**config.mk**
```make
export PLATFORM = sky130hd
export DESIGN_NAME = rxd_chain_dma
export DESIGN_NICKNAME = d
export VERILOG_FILES = /design/src/rtl/rxd_pkg.sv /design/src/rtl/rxd_packer.sv /design/src/rtl/rxd_irq_track.sv /design/src/rtl/rxd_chain_dma.sv
export SDC_FILE = /design/constraint.sdc
export NUM_CORES = 1
export LEC_CHECK = 0
export BUFFER_PORTS_ARGS = -buffer_cell sky130_fd_sc_hd__clkbuf_2
export CAP_MARGIN = 10
export CELL_PAD_IN_SITES_DETAIL_PLACEMENT = 1
export CELL_PAD_IN_SITES_GLOBAL_PLACEMENT = 1
export CORE_MARGIN = 8
export CORE_UTILIZATION = 45
export DETAILED_ROUTE_END_ITERATION = 10
export GPL_TIMING_DRIVEN = 0
export PLACE_DENSITY = 0.85
export SYNTH_ARGS = -nofsm -noshare
export SYNTH_HDL_FRONTEND = slang
export SYNTH_SLANG_ARGS = --single-unit
export TNS_END_PERCENT = 1
```
**constraint.sdc**
```tcl
create_clock -name clk -period 8.7 [get_ports clk]
set_input_delay 0.435 -clock clk [delete_from_list [all_inputs] [get_ports clk]]
set_output_delay 0.435 -clock clk [all_outputs]
set_load 0.05 [all_outputs]
```
**src/rtl/rxd_pkg.sv**
```systemverilog
package rxd_pkg;
  localparam int WORD_W = 32;
  localparam logic [15:0] FL_SOP = 16'h8000;
  localparam logic [15:0] FL_EOP = 16'h4000;
  localparam logic [15:0] FL_OWN = 16'h2000;
  localparam logic [15:0] FL_EOQ = 16'h1000;
  localparam int OWN_BIT = 16 + 13;

  typedef enum logic [2:0] {
    ST_IDLE,
    ST_RDREQ,
    ST_RDCAP,
    ST_RECV,
    ST_WB,
    ST_DROP
  } st_t;

  // smaller of two byte counts
  function automatic logic [15:0] clip_len(input logic [15:0] a, input logic [15:0] b);
    return (a < b) ? a : b;
  endfunction

  // status word written back to descriptor word 3
  function automatic logic [WORD_W-1:0] done_word(input logic chain_end, input logic [15:0] len);
    logic [15:0] f;
    f = FL_SOP | FL_EOP;
    if (chain_end) f = f | FL_EOQ;
    return {f, len};
  endfunction
endpackage

```
**src/rtl/rxd_packer.sv**
```systemverilog
module rxd_packer #(
  parameter int AW = 16
) (
  input  logic          clk,
  input  logic          rst_n,
  input  logic          clr,
  input  logic          store,
  input  logic          flush,
  input  logic [1:0]    lane,
  input  logic [7:0]    byte_in,
  input  logic [AW-1:0] base,
  input  logic [AW-1:0] word_idx,
  output logic          wr_en,
  output logic [AW-1:0] wr_addr,
  output logic [31:0]   wr_data
);
  logic [23:0] acc_q;
  logic [31:0] merged;

  always_comb begin
    merged = {8'h00, acc_q};
    merged[lane*8 +: 8] = byte_in;
  end

  assign wr_en   = store && ((lane == 2'd3) || flush);
  assign wr_addr = base + word_idx;
  assign wr_data = merged;

  always_ff @(posedge clk) begin
    if (!rst_n || clr) acc_q <= '0;
    else if (store) acc_q <= wr_en ? 24'h0 : merged[23:0];
  end
endmodule

```
**src/rtl/rxd_irq_track.sv**
```systemverilog
module rxd_irq_track #(
  parameter int AW = 16
) (
  input  logic          clk,
  input  logic          rst_n,
  input  logic          set,
  input  logic [AW-1:0] set_addr,
  input  logic          ack_wr,
  input  logic [AW-1:0] ack_addr,
  output logic          irq,
  output logic [AW-1:0] done_addr
);
  logic pend_q;

  always_ff @(posedge clk) begin
    if (!rst_n) begin
      pend_q    <= 1'b0;
      done_addr <= '0;
    end else if (set) begin
      pend_q    <= 1'b1;
      done_addr <= set_addr;
    end else if (ack_wr && (ack_addr == done_addr)) begin
      pend_q <= 1'b0;
    end
  end

  assign irq = pend_q;
endmodule

```
**src/rtl/rxd_chain_dma.sv**
```systemverilog
module rxd_chain_dma
  import rxd_pkg::*;
#(
  parameter int AW = 16,
  parameter int CW = 8
) (
  input  logic          clk,
  input  logic          rst_n,
  input  logic          ptr_wr,
  input  logic [AW-1:0] ptr_data,
  input  logic          ack_wr,
  input  logic [AW-1:0] ack_data,
  input  logic [15:0]   max_len,
  input  logic          rx_valid,
  input  logic [7:0]    rx_data,
  input  logic          rx_last,
  output logic          rx_ready,
  output logic          mem_req,
  output logic          mem_we,
  output logic [AW-1:0] mem_addr,
  output logic [31:0]   mem_wdata,
  input  logic [31:0]   mem_rdata,
  output logic          rx_irq,
  output logic [CW-1:0] ovr_count
);
  localparam logic [15:0] CNT_MAX = 16'hFFFF;

  st_t           st;
  logic [1:0]    idx;
  logic [AW-1:0] cur, nxt, bufa;
  logic [15:0]   blen, cnt;

  logic [15:0]   limit, stored;
  logic          take, store, flush, pk_clr;
  logic          pk_wr;
  logic [AW-1:0] pk_addr;
  logic [31:0]   pk_data;

  // named events for the checker
  logic          wb_evt, nxt_null, dropping;
  logic [AW-1:0] done_addr;
  logic          unused_rd;

  assign unused_rd = ^mem_rdata;
  assign limit     = clip_len(blen, max_len);
  assign stored    = clip_len(cnt, limit);
  assign rx_ready  = (st == ST_RECV) || (st == ST_DROP);
  assign take      = rx_valid && rx_ready;
  assign store     = take && (st == ST_RECV) && (cnt < limit);
  assign flush     = rx_last || ((cnt + 16'd1) == limit);
  assign pk_clr    = (st == ST_RDCAP) && (idx == 2'd3);
  assign wb_evt    = (st == ST_WB);
  assign nxt_null  = (nxt == '0);
  assign dropping  = (st == ST_DROP);

  rxd_packer #(.AW(AW)) u_pack (
    .clk      (clk),
    .rst_n    (rst_n),
    .clr      (pk_clr),
    .store    (store),
    .flush    (flush),
    .lane     (cnt[1:0]),
    .byte_in  (rx_data),
    .base     (bufa),
    .word_idx (AW'(cnt[15:2])),
    .wr_en    (pk_wr),
    .wr_addr  (pk_addr),
    .wr_data  (pk_data)
  );

  rxd_irq_track #(.AW(AW)) u_irq (
    .clk       (clk),
    .rst_n     (rst_n),
    .set       (wb_evt),
    .set_addr  (cur),
    .ack_wr    (ack_wr),
    .ack_addr  (ack_data),
    .irq       (rx_irq),
    .done_addr (done_addr)
  );

  always_comb begin
    mem_req   = 1'b0;
    mem_we    = 1'b0;
    mem_addr  = '0;
    mem_wdata = '0;
    case (st)
      ST_RDREQ: begin
        mem_req  = 1'b1;
        mem_addr = cur + {{(AW-2){1'b0}}, idx};
      end
      ST_RECV: begin
        mem_req   = pk_wr;
        mem_we    = pk_wr;
        mem_addr  = pk_addr;
        mem_wdata = pk_data;
      end
      ST_WB: begin
        mem_req   = 1'b1;
        mem_we    = 1'b1;
        mem_addr  = cur + AW'(3);
        mem_wdata = done_word(nxt_null, stored);
      end
      default: ;
    endcase
  end

  always_ff @(posedge clk) begin
    if (!rst_n) begin
      st        <= ST_IDLE;
      idx       <= '0;
      cur       <= '0;
      nxt       <= '0;
      bufa      <= '0;
      blen      <= '0;
      cnt       <= '0;
      ovr_count <= '0;
    end else if (ptr_wr) begin
      cur <= ptr_data;
      idx <= '0;
      st  <= (ptr_data != '0) ? ST_RDREQ : ST_IDLE;
    end else begin
      case (st)
        ST_RDREQ: st <= ST_RDCAP;
        ST_RDCAP: begin
          case (idx)
            2'd0: nxt  <= mem_rdata[AW-1:0];
            2'd1: bufa <= mem_rdata[AW-1:0];
            2'd2: blen <= mem_rdata[15:0];
            default: ;
          endcase
          if (idx == 2'd3) begin
            cnt <= '0;
            st  <= mem_rdata[OWN_BIT] ? ST_RECV : ST_DROP;
          end else begin
            idx <= idx + 2'd1;
            st  <= ST_RDREQ;
          end
        end
        ST_RECV: begin
          if (take) begin
            if (cnt != CNT_MAX) cnt <= cnt + 16'd1;
            if (rx_last) st <= ST_WB;
          end
        end
        ST_WB: begin
          if (nxt_null) begin
            cur <= '0;
            st  <= ST_IDLE;
          end else begin
            cur <= nxt;
            idx <= '0;
            st  <= ST_RDREQ;
          end
        end
        ST_DROP: begin
          if (take && rx_last) begin
            ovr_count <= ovr_count + 1'b1;
            cur       <= '0;
            st        <= ST_IDLE;
          end
        end
        default: st <= ST_IDLE;
      endcase
    end
  end
endmodule

```
== After elaboration in Yosys (flattened, before gate mapping) ==
Cells that the tools add are included.

* Register bits after elaboration: 134
* Latch bits: 0
* Bits in writable memories: 0
* Memory bits (read-only): 0
* Input bits: 94
* Output and inout bits: 60
* Memories: 0

* Add/sub/neg operators: 7
* $mul: 0
* Divide/modulo/power cells: 0
* Magnitude comparators: 2
* Equality and inequality tests: 20
* Shift operators: 2
* Mux-type cells: 31
* Bitwise operators: 2
* Reductions and logical operators: 29

{| class="wikitable"
|+ Operator list
! kind !! count
|-
| 16-bit 2-to-1 mux || 8
|-
| 16-bit case mux with 2 select lines || 2
|-
| 32-bit case mux with 2 select lines || 1
|-
| 16-bit case mux with 3 select lines || 1
|-
| 5-bit negator with 34-bit output || 1
|-
| 8-bit by 34-bit variable shift with 32-bit output (first input constant) || 1
|-
| 8-bit by 34-bit indexed part select with 32-bit output || 1
|-
| 32-bit bitwise mux || 1
|-
| 16-bit equality test || 2
|-
| 16-bit less-than comparator || 2
|-
| 24-bit 2-to-1 mux || 1
|-
| 3-bit 2-to-1 mux || 6
|-
| 3-bit AND reduction || 6
|-
| 16-bit by 1-bit adder with 16-bit output (second input constant) || 1
|-
| 16-bit by 14-bit adder with 16-bit output || 1
|-
| 16-bit by 2-bit adder with 16-bit output || 1
|-
| 16-bit by 2-bit adder with 16-bit output (second input constant) || 1
|-
| 16-bit logical NOT || 1
|-
| 16-bit inequality test (second input constant) || 1
|-
| 16-bit nonzero test || 1
|-
| 3-bit case mux with 5 select lines || 1
|-
| 13-bit 2-to-1 mux || 1
|-
| 8-bit by 1-bit adder with 8-bit output (second input constant) || 1
|-
| 1-bit logical AND || 7
|-
| 23 further kinds || 43
|}

== Logic depth before layout (Yosys ltp) ==
Gate-level depths: netlist of run 1.

* Word-level depth: 7
* Mapped depth: 20

== Modules after synthesis ==
A second synthesis of run 1 with hierarchy kept.

* Cell total of the unflattened synthesis: 1,175
* Area, all modules: 9,203.8 um^2

{| class="wikitable"
|+ By module, submodules not included
! module !! times used !! cells an instance !! area an instance (um^2) !! seq. area each (um^2)
|-
| rxd_chain_dma || 1 || 817 || 6,266.0 || 1,861.8
|-
| rxd_packer || 1 || 282 || 2,095.8 || 480.5
|-
| rxd_irq_track || 1 || 76 || 842.1 || 340.3
|}

== Least setup slack after synthesis of run 1 ==
No wires, ideal clock.

* Path type: input to output
* From: in max_len[7]
* To: out mem_wdata[0]
* Data arrival time: 4.437 ns
* Path slack: 3.828 ns
* Stages on the path: 19
* Buffers on the path: 3
* Path through: inv_1 -> ha_1 -> nand2_1 -> nor3_1 -> a21oi_2 -> o21ai_4 -> buf_12 -> mux2i_2 -> ha_1 -> nor2b_1 -> o21a_1 -> o21a_1 -> o211ai_1 -> a21oi_1 -> o22ai_1 -> buf_1 -> clkbuf_1 -> o21ai_0 -> o22ai_1

* Cells in the longest elaborated chain, start to end: 5

{| class="wikitable"
|+ RTL lines
! item !! line !! source
|-
| from (decl) || rxd_chain_dma.sv:13 || <nowiki>input logic [15:0] max_len,</nowiki>
|-
| 16-bit less-than comparator || rxd_pkg.sv:20 || <nowiki>return (a < b) ? a : b;</nowiki>
|-
| 16-bit 2-to-1 mux * || rxd_pkg.sv:20 ||
|-
| 16-bit less-than comparator || rxd_pkg.sv:20 ||
|-
| 16-bit 2-to-1 mux * || rxd_pkg.sv:20 ||
|-
| 32-bit case mux with 2 select lines * || rxd_chain_dma.sv:87 || <nowiki>case (st)</nowiki>
|-
| to (decl) || rxd_chain_dma.sv:21 || <nowiki>output logic [31:0] mem_wdata,</nowiki>
|}

Mark *: on every way between the ends. The rest lies on a longest branch, timed or not.

== Worst setup path in the final report of run 1 ==
* From: reg blen[7]
* To: out mem_wdata[14]

* Cells in the longest elaborated chain, start to end: 5

{| class="wikitable"
|+ RTL lines
! item !! line !! source
|-
| from (decl) || rxd_chain_dma.sv:31 || <nowiki>logic [15:0] blen, cnt;</nowiki>
|-
| from (signal assigned) || rxd_chain_dma.sv:129 || <nowiki>2'd2: blen <= mem_rdata[15:0];</nowiki>
|-
| 16-bit less-than comparator || rxd_pkg.sv:20 ||
|-
| 16-bit 2-to-1 mux * || rxd_pkg.sv:20 ||
|-
| 16-bit less-than comparator || rxd_pkg.sv:20 ||
|-
| 16-bit 2-to-1 mux * || rxd_pkg.sv:20 ||
|-
| 32-bit case mux with 2 select lines * || rxd_chain_dma.sv:87 ||
|}

Marked as above.

==> out/results.txt, run 1 <==
status - completed
Max FO, Critical Path - 10
main flop type after synthesis - dfxtp_1
Crit path required time - 8270 ps
core area - 0.0188 mm^2
share of flip-flops with an asynchronous set or reset - 0
Syn-to-layout area delta - 18.0%
Final Hold Fails - 0
detailed placer's ending HPWL - 24900 um
H-tree Lvls - 4
critical path depth - 20
Net Sw Frac - 0.281
GP Congestion - 0.954
wire length per cell - 21.7 um
n_diodes - 0
fin crit period - 6160 ps
Synth Register Bits - 134
hold endpoint - nxt[8]
VDD IR max - 0.000140 V
reg-to-reg setup timing slack - 3990 ps
IO Port Bufs - 137
post-CTS sizing - 0
unrepaired setup endpoints after global routing - no
DR vias/cell - 5.90
share of power burned in registers - 0.436
Hold Crit Start - mem_rdata[8]
CTS tree - yes
Critical Path Start - blen[7]
cell family with most CP delay - compound AO/OA/AOI/OAI gates
CTS Hold Bufs - 0
Setup violations, final - 0
fmax - 162 MHz
Fin Setup TNS - 0 ps
CP Cell Sequence - ha_1, nand2_1, nor3_1, a21oi_2, o21ai_4, buf_12, mux2i_2, ha_1, nor2b_1, o21a_1, o21a_1, o211ai_1, a21oi_1, o22ai_1, buf_1, clkbuf_1, nor2_1, a21oi_1, o22ai_1, clkbuf_2
max incr delay on CP - 520 ps
routed wire length - 32100 um
# Post-CTS Setup Buffers - 0
die height - 155 um
Final ANT Viol Nets - 0
switching pwr - 0.000406 W
area leader, netlist - dfxtp_1
worst min-delay path category - primary input to flop
row count - 50
total die area - 0.0239 mm^2
worst path bufs/invs - 4
DRC Markers - 0
Clk pwr share - 0.490
Detailed Route Iter0 Violations - 614
Root Driver - clkbuf_16
layout cell share with drive strength beyond 1 - 0.163
nets - 1384
worst slew pin tran - 1170 ps
first-pass GRT wire length - 50400 um
critical path's slowest cell - buf_1
period utilization - 0.709
CTS Buf Count - 17
YS warnings - 0
EDFF count, synth - 0
total gr overflow - 0
Pwr Density - 142 mW/mm^2
most common cell in the netlist - nand2_1
Util after Layout - 0.543
WHS - 280 ps
Design Power - 0.00144 W
Max Cap Viol - 0
WP data arrival - 5730 ps
Slew HR - 0.212
endpoint class of the critical path - output pin
Clock Tree Buf Depth - 2
All-Layer GR Usage - 0.266
Net Count, Synth - 1227
Synth top area share - 0.311
Critical Path Start Type - flop
top cells by count, synth - nand2_1 (195), dfxtp_1 (134), a21boi_0 (66)
Leak - 4.12 nW
clk sinks - 134
worst r2r src - blen[7]
initial antenna violation count - 1
largest net degree at the start of global routing - 17
Worst Path Class, Setup - flop to output pin
hold-critical path depth - 3
internal power - 0.00104 W
R2R Path End - u_pack.acc_q[4]
fin. max-slew vios - 0
power share of the combinational group - 0.074
Synth cell types - 59
Area contributors post-synth - dfxtp_1 (31%), nand2_1 (8.5%), ha_1 (8.4%)
die width - 155 um
clk slew on worst S/H paths - 70 ps
average cell area after synthesis - 8.05 um^2
depth of the most critical reg-to-reg path - 18
clk_lat worst skew - 440 ps
io pins - 154
via count - 8716
Synth Cell Area - 0.00863 mm^2
synthesized instance count - 1073
Seq/Total Area, Yosys - 0.311
Initial Util - 0.460
clk_skew - 11.8 ps
vias in the first global route - 9106
DRT Pass-1 Iters - 5
==> metal layers <==
metal  up-vias  GRT usage  wire [um]
met4         0     0.0929        822
met5         -          0          0
li1       4085          -          -
met1      4259      0.339      14000
met3        58     0.0435       2090
met2       314      0.446      15200
==> kinds of logic (layout without fill, tap and decap cells) <==
kind of cell	after synthesis	in the layout	share of synthesized area
mux	21	21	0.0283
compound gates	271	271	0.222
simple gates	417	417	0.229
buf+inv	91	261	0.0416
flops	134	134	0.311
fa+ha+maj	60	60	0.0887
xor+xnor	79	79	0.0801
==> flip-flops by register name (all words and copies together) (netlist names) <==
register         cells
u_pack.acc_q        24
blen                16
bufa                16
cnt                 16
cur                 16
nxt                 16
u_irq.done_addr     16
ovr_count            8
st                   3
idx                  2
u_irq.irq            1
==> power groups by stage <==
stage          Clock, W  Combinational, W  Sequential (W)
6_report       0.000707          0.000107        0.000628
5_1_grt        0.000735          0.000114        0.000628
4_1_cts        0.000710          0.000106        0.000628
3_5_place_dp          0          0.000105        0.000642
3_3_place_gp          0          0.000102        0.000641
2_1_floorplan         0         0.0000552        0.000637
==> layout by cell type (no fill, tap or decap), types with 37 or more instances in the layout <==
| cell | n |
|---|---|
| nor2_1 | 61 |
| nand2_1 | 195 |
| a21oi_1 | 40 |
| clkbuf_1 | 41 |
| inv_1 | 37 |
| ha_1 | 58 |
| a21boi_0 | 66 |
| dfxtp_1 | 134 |
| xor2_1 | 43 |
| clkbuf_2 | 137 |
==> cell type report <==
type                    instances  area (um^2)
plain buffers                  51          209
multi-input cells             848         5600
repair buffers                138          697
inverters                      40          150
clock buffers                  17          425
clock inverters                15          134
fillers                      2397         8580
well taps                     234          293
flip-flops and latches        134         2680
==> metrics by stage <==
| stage | setup slack, ps | instances | cell area, um^2 |
|---|---|---|---|
| after floorplan | 3830 | 1073 | 8630 |
| after global placement | 3050 | 1444 | 9610 |
| after detailed placement | 2930 | 1445 | 9630 |
| after CTS | 2640 | 1477 | 10200 |
| after global routing | 2330 | 1477 | 10200 |
| final | 2540 | 1477 | 10200 |
==> tightest hold or removal path: cells and delay by family <==
kind                   cells  cell delay, ps
buffers and inverters      1             110
AOI/OAI and AO/OA          1              60
and+or+nand+nor            1              60
==> worst max path at each step <==
stage	end	slack, ps
2_1_floorplan	mem_wdata[0]	3830
6_report	mem_wdata[14]	2540
4_1_cts	mem_wdata[14]	2640
3_5_place_dp	mem_wdata[14]	2930
3_3_place_gp	mem_wdata[14]	3050
5_1_grt	mem_wdata[14]	2330
Note: power is estimated with default switching activity, not from simulation.
==> inputs of run 2 (changes only) <==
--- a/config.mk
+++ b/config.mk
@@ -10,10 +10,10 @@
 export CELL_PAD_IN_SITES_DETAIL_PLACEMENT = 1
 export CELL_PAD_IN_SITES_GLOBAL_PLACEMENT = 1
 export CORE_MARGIN = 8
-export CORE_UTILIZATION = 45
+export CORE_UTILIZATION = 38
 export DETAILED_ROUTE_END_ITERATION = 10
 export GPL_TIMING_DRIVEN = 0
-export PLACE_DENSITY = 0.85
+export PLACE_DENSITY = 0.76
 export SYNTH_ARGS = -nofsm -noshare
 export SYNTH_HDL_FRONTEND = slang
 export SYNTH_SLANG_ARGS = --single-unit
==> constraint.sdc (replaced) <==
create_clock -name clk -period 5.54 [get_ports clk]
set_input_delay 0.277 -clock clk [delete_from_list [all_inputs] [get_ports clk]]
set_output_delay 0.277 -clock clk [all_outputs]
set_load 0.05 [all_outputs]
==> run 2 against run 1 <==
Against the previous run: cell count increased by 3.5%; via count decreased by 0.83%; sequential share of layout area decreased by 0.38 points; setup slack got worse by 2300 ps; clock power increased by 73%; count of clock-buffer cells in the layout unchanged; clock skew decreased by 4.7 ps; first-iteration DRC count decreased by 12%; worst hold slack got worse by 160 ps; sequential cell count unchanged; sequential power increased by 57%.
==> out/results.txt, run 2 (synthesized netlist as in run 1, its figures left out) <==
unrepaired setup endpoints after global routing - no
fin. max-slew vios - 0 (unchanged)
CTS Hold Bufs - 0 (unchanged)
power share of the combinational group - 0.070 (-0.004)
clk slew on worst S/H paths - 70 ps (about the same)
All-Layer GR Usage - 0.224 (-0.0421)
fmax - 189 MHz
DRT Pass-1 Iters - 8 (+3)
Design Power - 0.00237 W (+65%)
Fillers - 2791 (+16%)
die width - 167 um (+7.9%)
# Post-CTS Setup Buffers - 0 (unchanged)
most common cell after layout, fill and taps aside - nand2_1
wire length per cell - 20.6 um (-5.2%)
first-pass GRT wire length - 49700 um (-1.4%)
DR vias/cell - 5.66 (-4.1%)
Biggest register - u_pack.acc_q
CTS Buf Count - 17 (unchanged)
Placement Setup Slack - 186 ps (-2750 ps)
status - completed
VDD IR max - 0.000203 V (+45%)
Leak - 4.17 nW (+1.0%)
Slew HR - 0.303 (+0.0914)
io pins - 154 (unchanged)
endpoint class of the critical path - output pin
Max FO, Critical Path - 10 (unchanged)
nets - 1384 (unchanged)
Detailed Route Iter0 Violations - 543 (-12%)
Critical Path Start Type - flop
period utilization - 0.957
Root Driver - clkbuf_16
Net Sw Frac - 0.273 (-0.00894)
Setup violations, final - 0 (unchanged)
max FFs per register - 24 (unchanged)
DRC Markers - 0 (unchanged)
row count - 55 (+10%)
via count - 8644 (-0.83%)
layout cell share with drive strength beyond 1 - 0.167 (+0.00483)
GP Congestion - 0.902 (-5.4%)
clk_lat worst skew - 430 ps (about the same)
Crit path required time - 5260 ps (-3010 ps)
CTS tree - yes
Clk pwr share - 0.514 (+0.024)
register area - 0.00268 mm^2 (unchanged)
worst slew pin tran - 1040 ps (-134 ps)
Final ANT Viol Nets - 0 (unchanged)
worst min-delay path category - primary input to flop
total gr overflow - 0 (unchanged)
Max Cap Viol - 0 (unchanged)
routed wire length - 31500 um (-1.9%)
clk_skew - 7.10 ps (-4.66 ps)
clk sinks - 134 (unchanged)
share of power burned in registers - 0.416 (-0.020)
die height - 167 um (+7.9%)
Syn-to-layout area delta - 19.7%
internal power - 0.00173 W (+67%)
IO Port Bufs - 137 (unchanged)
fin crit period - 5300 ps
total die area - 0.0278 mm^2 (+16%)
Worst Path Class, Setup - flop to output pin
detailed placer's ending HPWL - 24900 um (-0.24%)
largest net degree at the start of global routing - 17 (unchanged)
Pwr Density - 230 mW/mm^2 (+62%)
switching pwr - 0.000647 W (+59%)
vias in the first global route - 8961 (-1.6%)
worst setup margin - 237 ps (-2300 ps)
Fin Setup TNS - 0 ps (unchanged)
Initial Util - 0.384 (-0.0764)
WP data arrival - 5030 ps (-700 ps)
core area - 0.0225 mm^2 (+20%)
Clock Tree Buf Depth - 2 (unchanged)
n_diodes - 0 (unchanged)
H-tree Lvls - 4 (unchanged)
most frequent cells in the layout - nand2_1 (195), clkbuf_2 (139), dfxtp_1 (134), a21boi_0 (66), nor2_1 (61)
Final Hold Fails - 0 (unchanged)
footprint of the multi-input gates - 0.00562 mm^2 (+0.29%)
initial antenna violation count - 0 (-1)
-- run 2: cell types whose count changed in the layout (fill, tap and decap cells not counted), sizes merged --
| cell | before | now |
|---|---|---|
| inv | 48 | 46 |
| clkbuf | 195 | 196 |
| clkdlybuf4s15 | 1 | 0 |
| bufinv | 0 | 2 |
-- run 2: cell type report --
class / instances / area share
Buffer: 51 / 0.0208
Tap cell: 285 / 0.0345
Inverter: 40 / 0.0145
Clock inverter: 15 / 0.0195
Multi-Input combinational cell: 848 / 0.543
Sequential cell: 134 / 0.260
Clock buffer: 17 / 0.0412
Timing Repair Buffer: 138 / 0.0668
-- run 2: power by group through the flow --
stage                     Clock (W)  Combinational, W  Sequential (W)
after global placement            0          0.000162         0.00101
final                       0.00122          0.000166        0.000986
after detailed placement          0          0.000164         0.00101
after floorplan                   0         0.0000867         0.00100
after CTS                   0.00123          0.000166        0.000986
after global routing        0.00128          0.000180        0.000986
-- run 2: what timing repair did --
item | in CTS | in global routing
gates cloned | 0 | 0
gates resized for setup | 2 | 5
endpoints found under the setup margin | 12 | 12
pin swaps | 0 | 0
-- run 2: worst paths after layout --
path                  startpoint             endpoint  slack, ps  cells after the start
max                      blen[7]        mem_wdata[12]        240                     20
max reg2reg              blen[7]     u_pack.acc_q[10]       1150                     18
min reg2reg  u_irq.done_addr[14]  u_irq.done_addr[14]        480                      2
min                mem_rdata[13]             bufa[13]        120                      3
-- run 2: metrics by stage --
| step | std cells | cell area, um^2 | util | hold WS (ps) |
|---|---|---|---|---|
| 6_report | 1528 | 10300 | 0.459 | 122 |
| 5_1_grt | 1528 | 10300 | 0.459 | 125 |
| 4_1_cts | 1528 | 10300 | 0.459 | 113 |
| 3_5_place_dp | 1496 | 9690 | 0.431 | 464 |
| 3_3_place_gp | 1495 | 9680 | 0.430 | 462 |
| 2_1_floorplan | 1073 | 8630 | - | 402 |
-- run 2: per-layer routing --
| metal | routed length, um | GRT usage | vias up |
|---|---|---|---|
| met5 | 0 | 0 | - |
| met4 | 723 | 0.0701 | 0 |
| met3 | 1870 | 0.0402 | 48 |
| met2 | 14700 | 0.370 | 269 |
| met1 | 14200 | 0.292 | 4247 |
| li1 | - | - | 4080 |
-- run 2: critical path: stages (launching register included) --
cell and delay [ps]:
dfxtp_1 350, ha_1 310, nand2_1 70, nor3_1 230
a21oi_2 110, o21ai_4 320, buf_12 200, mux2i_2 350
ha_1 290, nor2b_1 130, o21a_1 160, o21a_1 160
o211ai_1 190, a21oi_1 120, o22ai_2 230, clkbuf_4 290
clkbuf_2 270, nor2_1 70, a21oi_1 310, o22ai_1 150
clkbuf_2 270
